### src/rtl/seqfir.sv
module seqfir #(
  parameter int W    = 16,
  parameter int TAPS = 31
) (
  input  logic                clk,
  input  logic                rst,
  input  logic signed [W-1:0] din,
  input  logic                din_vld,
  output logic signed [W-1:0] dout,
  output logic                dout_vld
);
  localparam int AW   = $clog2(TAPS);
  localparam int ACCW = 2 * W;

  typedef enum logic [1:0] {IDLE, RUN, DRAIN} st_t;

  function automatic logic signed [W-1:0] coef(input int k);
    int m;
    m = (k > TAPS / 2) ? TAPS - 1 - k : k;
    case (m)
      0:  coef = W'(16'hFFEF);
      1:  coef = W'(16'hFFED);
      2:  coef = W'(16'hFFE8);
      3:  coef = W'(16'hFFE6);
      4:  coef = W'(16'hFFEB);
      5:  coef = W'(16'h0000);
      6:  coef = W'(16'h002C);
      7:  coef = W'(16'h0075);
      8:  coef = W'(16'h00DC);
      9:  coef = W'(16'h015F);
      10: coef = W'(16'h01F4);
      11: coef = W'(16'h028E);
      12: coef = W'(16'h031F);
      13: coef = W'(16'h0394);
      14: coef = W'(16'h03E1);
      15: coef = W'(16'h03FC);
      default: coef = '0;
    endcase
  endfunction

  st_t                   st;
  logic signed [W-1:0]   smem [TAPS];
  logic [AW-1:0]         wp, rp, k;
  logic signed [W-1:0]   creg, sreg;
  logic signed [ACCW-1:0] acc, prod, sum;

  assign prod = ACCW'(creg) * ACCW'(sreg);
  assign sum  = acc + prod;

  always_ff @(posedge clk) begin
    if (rst) begin
      st       <= IDLE;
      wp       <= '0;
      rp       <= '0;
      k        <= '0;
      creg     <= '0;
      sreg     <= '0;
      acc      <= '0;
      dout     <= '0;
      dout_vld <= 1'b0;
      for (int i = 0; i < TAPS; i++) smem[i] <= '0;
    end else begin
      dout_vld <= 1'b0;
      case (st)
        IDLE: if (din_vld) begin
          smem[wp] <= din;
          rp       <= wp;
          k        <= '0;
          acc      <= '0;
          creg     <= '0;
          sreg     <= '0;
          st       <= RUN;
        end
        RUN: begin
          creg <= coef(int'(k));
          sreg <= smem[rp];
          acc  <= sum;
          rp   <= (rp == '0) ? AW'(TAPS - 1) : rp - AW'(1);
          k    <= k + AW'(1);
          if (k == AW'(TAPS - 1)) st <= DRAIN;
        end
        DRAIN: begin
          dout     <= sum[W-1:0];
          dout_vld <= 1'b1;
          wp       <= (wp == AW'(TAPS - 1)) ? '0 : wp + AW'(1);
          st       <= IDLE;
        end
        default: st <= IDLE;
      endcase
    end
  end

  p_rst_quiet_r1: assert property (@(posedge clk) rst |=> (!dout_vld && dout == '0));
  p_pulse_one_r2: assert property (@(posedge clk) disable iff (rst) dout_vld |=> !dout_vld);
  p_after_sweep_r3: assert property (@(posedge clk) disable iff (rst) dout_vld |-> $past(st) == DRAIN);
  p_busy_ignore_r4: assert property (@(posedge clk) disable iff (rst) (st == RUN) |=> $stable(wp));
  p_hold_r5: assert property (@(posedge clk) disable iff (rst) !dout_vld |-> $stable(dout));
  p_ptr_range_r8: assert property (@(posedge clk) disable iff (rst) (wp < AW'(TAPS) && rp < AW'(TAPS)));
endmodule

### config.mk
export PLATFORM = sky130hd
export DESIGN_NAME = seqfir
export DESIGN_NICKNAME = d
export VERILOG_FILES = /design/src/rtl/seqfir.sv
export SDC_FILE = /design/constraint.sdc
export NUM_CORES = 1
export LEC_CHECK = 0
export ABC_AREA = 1
export CAP_MARGIN = 40
export CELL_PAD_IN_SITES_DETAIL_PLACEMENT = 1
export CELL_PAD_IN_SITES_GLOBAL_PLACEMENT = 1
export CORE_ASPECT_RATIO = 0.6
export CORE_MARGIN = 2
export CORE_UTILIZATION = 45
export CTS_CLUSTER_SIZE = 16
export DETAILED_ROUTE_END_ITERATION = 16
export DONT_BUFFER_PORTS = 1
export PLACE_DENSITY = 0.8
export SYNTH_ARGS = -nofsm -noshare
export SYNTH_HDL_FRONTEND = slang
export SYNTH_SLANG_ARGS = --single-unit
### constraint.sdc
create_clock -name clk -period 6.09 [get_ports clk]
set_input_delay 0 -clock clk [delete_from_list [all_inputs] [get_ports clk]]
set_output_delay 0 -clock clk [all_outputs]
set_load 0.01 [all_outputs]
==> results.sh, run 1 <==
export IMPL_outcome="finished clean"
export IMPL_setup_viol=0
export IMPL_p_per_area_nw_per_um2=293
export IMPL_drv_cap=0
export IMPL_seq_area_frac_synth=0.553
export IMPL_critPathRequiredTime_ps=6650
export IMPL_final_util=0.493
export IMPL_endpoint="acc[9]"
export IMPL_cts_root_buf="clkbuf_16"
export IMPL_hold_viol=0
export IMPL_yosys_warnings=0
export IMPL_clkSlewWorstSetupHoldPaths_ps=70
export IMPL_synth_area_leader_cell="edfxtp_1"
export IMPL_dpl_hpwl_um=62700
export IMPL_antenna_found_initial=5
export IMPL_power_total_mw=9.80
export IMPL_p_leak_nw=13.5
export IMPL_cts_buffer_depth=3
export IMPL_wl_per_cell_um=24.9
export IMPL_syn_instance_count=3119
export IMPL_worst_slew_pin_slew_ps=1010
export IMPL_yosys_area_share_adder=0.0907
export IMPL_r2r_cells=19
export IMPL_synth_cell_types=48
export IMPL_syn_nets=3306
export IMPL_gp_congestion=0.882
export IMPL_cp_max_fo=12
export IMPL_layout_cells_non_filler=3975
export IMPL_final_nets=3206
export IMPL_synth_xor_area_frac=0.00484
export IMPL_drive_gt1_frac=0.0565
export IMPL_wl_met3_um=10500
export IMPL_rsz0062_at_grt="no"
export IMPL_first_pass_iters=6
export IMPL_peakVddDrop_uv=196
export IMPL_synthDominantCellAreaShare=0.499
export IMPL_fin_setup_tns_ps=0
export IMPL_ant_nets=0
export IMPL_rrSetupSlack_ps=310
export IMPL_clk_latency_ps=670
export IMPL_yosys_area_share_simple=0.161
export IMPL_synth_area_top_cells="edfxtp_1 (50%), nor2_1 (7.4%), nand2_1 (6.2%), fa_1 (6.0%), dfxtp_1 (5.3%)"
export IMPL_worstSetupPathType="flip-flop to flip-flop"
export IMPL_via_per_inst=5.87
export IMPL_relSlewSlack=0.322
export IMPL_ys_ff_latch=594
export IMPL_highest_layer="met5"
export IMPL_cts_setup_buffers=0
export IMPL_end_kind="flip-flop"
export IMPL_core_area_um2=67900
export IMPL_cp_start_kind="flip-flop"
export IMPL_io_pins=36
export IMPL_r2r_start="sreg[2]"
export IMPL_vias=23315
export IMPL_dieArea_um2=70600
export IMPL_wl_met2_um=43500
export IMPL_drt_iter0_markers=2697
export IMPL_grt_overflow=0
export IMPL_netlist_area_um2=30800
export IMPL_num_rows=74
export IMPL_hold_path_class="input pin to flip-flop"
export IMPL_reg2reg_to="acc[9]"
export IMPL_dp_cells=3846
export IMPL_fin_skew_ps=43.8
export IMPL_critPathArrivalTime_ps=6340
export IMPL_cts_buffers=57
export IMPL_cts_tree="built"
export IMPL_drc=0
export IMPL_finalMaxSlewViolations=0
export IMPL_final_min_clock_period_ps=5780
export IMPL_period_share=0.949
export IMPL_start_util=0.454
export IMPL_synth_top_family_by_area="simple AND/OR/NAND/NOR gates"
export IMPL_synthMuxAreaShare=0.0208
export IMPL_syn_to_final_growth_pct=8.68
export IMPL_io_buffer_count=0
export IMPL_clkSinkCount=594
export IMPL_wirelength_um=98900
export IMPL_grt_first_pass_wirelength_um=148000
export IMPL_grt_use_total=0.279
export IMPL_grt_pass1_vias=23921
export IMPL_syn_area_per_cell_um2=9.87
export IMPL_cts_htree_levels=2
export IMPL_fmax_ghz=0.173
export IMPL_critPathLaunch="sreg[2]"
export IMPL_wl_met1_um=42600
export IMPL_die_w_um=342
export IMPL_grt_max_degree=131
export IMPL_fp_dieH_um=207
export IMPL_synth_compound_area_frac=0.0967
cell usage after synthesis (all sizes together):
cell type / n
inv: 346
fa: 92
ha: 76
mux2i: 64
a21o: 1
a211oi: 2
clkbuf: 153
edfxtp: 512
nand2: 527
nand4: 7
nand3: 85
a32oi: 64
o32ai: 2
o21bai: 1
xor2: 12
a21oi: 130
o211ai: 66
o2111ai: 2
o221ai: 64
nand3b: 5
nor2: 612
or2: 6
o31ai: 2
a221oi: 1
o22ai: 2
xnor2: 5
nor3: 9
a31oi: 5
dfxtp: 82
o21ai: 108
a22oi: 1
clkinv: 1
buf: 74
cell usage in the layout, fill, tap and decap left out, drive strengths merged, types with 2 or more instances in the layout:
cell	netlist	layout
nand4	7	7
a211oi	2	2
a21oi	130	130
o22ai	2	2
xnor2	5	5
clkinv	1	16
clkinvlp	0	4
xor2	12	12
mux2i	64	64
a32oi	64	64
bufinv	0	2
nand2	527	527
edfxtp	512	512
nand3b	5	5
o211ai	66	66
fa	92	92
inv	346	352
a31oi	5	5
clkbuf	153	75
nor2	612	612
nor3	9	9
or2	6	6
nand3	85	85
ha	76	76
o221ai	64	64
o2111ai	2	2
o32ai	2	2
dlygate4sd3	0	24
o21ai	108	108
buf	74	44
o31ai	2	2
dfxtp	82	82
what timing repair did:
item,CTS,global route
setup endpoints to repair,0,1
hold endpoints to repair,573,0
hold buffers,25,0
resized for setup,0,3
worst min-delay path by stage:
stage             from           end  slack (ps)  cells past startpoint
2_1_floorplan   din[0]   smem[31][0]         100                      0
3_3_place_gp       rst        acc[9]          70                      1
3_5_place_dp       rst        acc[6]          70                      1
4_1_cts         din[9]   smem[31][9]           3                      1
5_1_grt        din[12]  smem[31][12]           8                      1
6_report       din[12]  smem[31][12]           9                      1
cell families after synthesis:
| logic type | Yosys count |
|---|---|
| and+or+nand+nor | 1251 |
| AOI/OAI and AO/OA | 451 |
| buffers and inverters | 574 |
| adders and majority gates | 168 |
| muxes | 64 |
| DFF | 594 |
| xor gates and xnor gates | 17 |
critical path, cell delays in order, from the launching register on:
cell	delay, ps
dfxtp_1	650
nand2_1	150
fa_1	530
inv_1	40
ha_1	270
ha_1	210
fa_1	440
ha_1	290
inv_1	40
fa_1	470
inv_1	40
ha_1	400
nand2_1	90
o21ai_1	560
a21oi_1	140
o21ai_0	220
xor2_1	310
or2_2	190
a21oi_1	60
dlygate4sd3_1	560
per-stage QoR:
stage | hold slack, ps | cell area (µm²) | setup WS, ps
2_1_floorplan | 98.9 | 30800 | 1010
3_3_place_gp | 74.0 | 31300 | 683
3_5_place_dp | 74.9 | 31400 | 562
4_1_cts | 3.27 | 33500 | 357
5_1_grt | 7.87 | 33500 | 12.1
6_report | 9.31 | 33500 | 312
report_power, final:
group,leakage [nW],internal (mW),switching [mW]
registers,5.74,4.59,0.169
logic,6.91,0.426,1.08
clock network,0.847,1.86,1.67
total,13.5,6.88,2.92
sequential cells by signal, summed over array words and instances (netlist names), named ones only:
name and cells:
rp 5, sreg 16, dout_vld 1, st 2, wp 5, k 5, creg 11, dout 16
acc 16, smem 512
metal layers:
layer / up-vias / GRT usage
met5: - / 0
met4: 8 / 0.0710
met3: 162 / 0.0745
met2: 1038 / 0.422
met1: 11855 / 0.399
li1: 10252 / -
area by class of cell:
| type | count | area (µm²) |
|---|---|---|
| antenna | 1 | 2.50 |
| clock buffer | 75 | 1530 |
| clock inverter | 27 | 251 |
| fill | 7464 | 34400 |
| inverter | 347 | 1310 |
| multi-input combinational | 1951 | 11500 |
| sequential | 594 | 17000 |
| tap | 912 | 1140 |
| timing repair buffer | 68 | 674 |
No activity file was read; power rests on OpenSTA's default activity.
==> run 2: changes to the inputs <==
--- a/config.mk
+++ b/config.mk
@@ -16,6 +16,7 @@
 export DETAILED_ROUTE_END_ITERATION = 16
 export DONT_BUFFER_PORTS = 1
 export PLACE_DENSITY = 0.8
+export REMOVE_ABC_BUFFERS = 1
 export SYNTH_ARGS = -nofsm -noshare
 export SYNTH_HDL_FRONTEND = slang
 export SYNTH_SLANG_ARGS = --single-unit
==> run 2 against run 1 <==
  * Wire length is 0.62% higher
  * Critical path depth is 2 higher
  * Clock skew is 13 ps lower
  * Cell count hardly changed
  * Sequential cell count stayed put
  * Combinational power hardly changed
  * Clock-buffer cell count is 4 lower
  * Global-route usage is 0.17 points higher
  * Non-clock buffer count is 4 lower
  * Clock power is 5% higher
  * Highest routed layer unchanged
  * Fmax is 0.14% higher
==> results.sh, run 2 (synthesized netlist as in run 1, its figures left out) <==
export IMPL_slowest_stage="dlygate4sd3_1"
export IMPL_num_rows=74
export IMPL_ant_nets=0
export IMPL_syn_to_final_growth_pct=8.80
export IMPL_setup_slack_ps=320
export IMPL_cts_root_buf="clkbuf_16"
export IMPL_fp_dieH_um=207
export IMPL_grt_use_total=0.281
export IMPL_crit_buf_inv=6
export IMPL_cts_tree="built"
export IMPL_final_common_cell="nor2_1"
export IMPL_endpoint="acc[14]"
export IMPL_clkSlewWorstSetupHoldPaths_ps=70
export IMPL_dp_cells=3842
export IMPL_die_w_um=342
export IMPL_hold_viol=0
export IMPL_via_per_inst=5.95
export IMPL_grt_overflow=0
export IMPL_grt_first_pass_wirelength_um=149000
export IMPL_drc=0
export IMPL_clk_latency_ps=660
export IMPL_clkSinkCount=594
export IMPL_power_frac_seq=0.477
export IMPL_clkPwrFrac=0.370
export IMPL_worst_slew_pin_slew_ps=957
export IMPL_dieArea_um2=70600
export IMPL_io_buffer_count=0
export IMPL_p_leak_nw=13.5
export IMPL_path_delay_family="adder cells"
export IMPL_outcome="finished clean"
export IMPL_io_pins=36
export IMPL_p_per_area_nw_per_um2=298
export IMPL_final_min_clock_period_ps=5770
export IMPL_largest_register_ffs=512
export IMPL_grt_pass1_vias=24512
export IMPL_fmax_ghz=0.173
export IMPL_period_share=0.947
export IMPL_comb_power_share=0.153
export IMPL_grt_use_met3=0.0981
export IMPL_core_area_um2=67900
export IMPL_end_kind="flip-flop"
export IMPL_drt_iter0_markers=2872
export IMPL_start_util=0.454
export IMPL_relSlewSlack=0.361
export IMPL_rrSetupSlack_ps=320
export IMPL_gp_congestion=0.886
export IMPL_grt_max_degree=147
export IMPL_dpl_hpwl_um=63900
export IMPL_num_fill_cells=7428
export IMPL_layout_cells_non_filler=3976
export IMPL_met2_usage=0.419
export IMPL_final_cell_mix="nor2_1 (603), edfxtp_1 (512), nand2_1 (508), inv_1 (337), a21oi_1 (127)"
export IMPL_setup_viol=0
export IMPL_rsz0062_at_grt="no"
export IMPL_reg2reg_to="acc[14]"
export IMPL_wirelength_um=99500
export IMPL_peakVddDrop_uv=218
export IMPL_crit_top_cell="fa_1"
export IMPL_grtUsageMet1=0.384
export IMPL_p_int_mw=7.04
export IMPL_r2r_start="sreg[1]"
export IMPL_crit_cells=21
export IMPL_first_pass_iters=5
export IMPL_r2r_cells=21
export IMPL_vias=23657
export IMPL_critPathArrivalTime_ps=6300
export IMPL_wl_per_cell_um=25.0
export IMPL_critPathRequiredTime_ps=6620
export IMPL_critPathLaunch="sreg[1]"
export IMPL_worstSetupPathType="flip-flop to flip-flop"
export IMPL_finalMaxSlewViolations=0
export IMPL_cts_buffers=56
export IMPL_hold_path_class="input pin to flip-flop"
export IMPL_crit_chain="nand2_1 > inv_1 > fa_1 > inv_1 > fa_1 > fa_1 > inv_1 > fa_1 > fa_1 > inv_1 > fa_1 > inv_1 > ha_1 > nand2_1 > nor2_1 > nand3_1 > o2111ai_1 > or2_2 > nand3_1 > a21oi_1 > dlygate4sd3_1"
export IMPL_p_sw_frac=0.294
export IMPL_drv_cap=0
export IMPL_power_switching_mw=2.93
export IMPL_slowest_delay_ps=560
export IMPL_drive_gt1_frac=0.0630
export IMPL_cp_max_fo=12
export IMPL_final_nets=3201
export IMPL_holdWs_ps=10.5
export IMPL_cts_buffer_depth=3
export IMPL_antenna_found_initial=8
export IMPL_top_register="smem"
export IMPL_fin_skew_ps=30.8
export IMPL_fin_setup_tns_ps=0
export IMPL_busiest_layer="met2"
export IMPL_cts_htree_levels=2
export IMPL_cp_start_kind="flip-flop"
export IMPL_dp_slack_ps=496
## run 2: cell types whose count changed in the layout (fill, tap and decap cells not counted), moves of 2 or more
cell       delta
inv_1         -3
bufinv_16     +5
dfxtp_2      +11
inv_6         -2
clkinv_2      +8
clkbuf_16     -2
buf_2         +2
buf_8         -2
clkinv_4      +2
clkbuf_1      -3
dfxtp_1      -12
## run 2: layout make-up
cell class                 instances  area (µm²)  area share
tap                              912        1140      0.0341
sequential                       594       17000       0.509
inverter                         347        1310      0.0392
clock inverter                    35         390      0.0117
multi-input combinational       1951       11500       0.344
timing repair buffer              64         598      0.0179
antenna                            2        5.00    0.000149
clock buffer                      71        1480      0.0441
## run 2: timing repair
item	CTS	global route
setup endpoints to repair	0	1
hold buffers	24	0
gates resized for setup	0	16
hold endpoints to repair	571	0
buffers inserted	0	0
## run 2: through the flow
| step | utilization | power [mW] | instance area, µm² |
|---|---|---|---|
| 3_5_place_dp | 0.462 | 6.28 | 31300 |
| 2_1_floorplan | - | 5.72 | 29800 |
| 3_3_place_gp | 0.461 | 6.18 | 31300 |
| 5_1_grt | 0.494 | 10.3 | 33500 |
| 4_1_cts | 0.493 | 9.92 | 33500 |
| 6_report | 0.494 | 9.97 | 33500 |
## run 2: power by group through the flow
stage / Sequential [mW] / Clock (mW) / Combinational, mW
floorplan: 4.85 / 0 / 0.867
global placement: 4.83 / 0 / 1.35
detailed placement: 4.84 / 0 / 1.44
CTS: 4.75 / 3.69 / 1.48
global route: 4.78 / 3.84 / 1.64
finish: 4.76 / 3.69 / 1.53
## run 2: worst min-delay path by stage
stage               slack [ps]     endpoint  cells past startpoint   start
CTS                          3  smem[31][5]                      1  din[5]
global route                20  smem[31][4]                      1  din[4]
floorplan                   60      creg[2]                      1     rst
detailed placement          90      acc[14]                      1     rst
finish                      10  smem[31][4]                      1  din[4]
global placement            80      acc[15]                      1     rst
## run 2: metal layers
metal / vias to the layer above / share of wire
met5: - / 0.0015
met1: 12120 / 0.42
li1: 10225 / -
met4: 8 / 0.027
met3: 188 / 0.12
met2: 1116 / 0.43
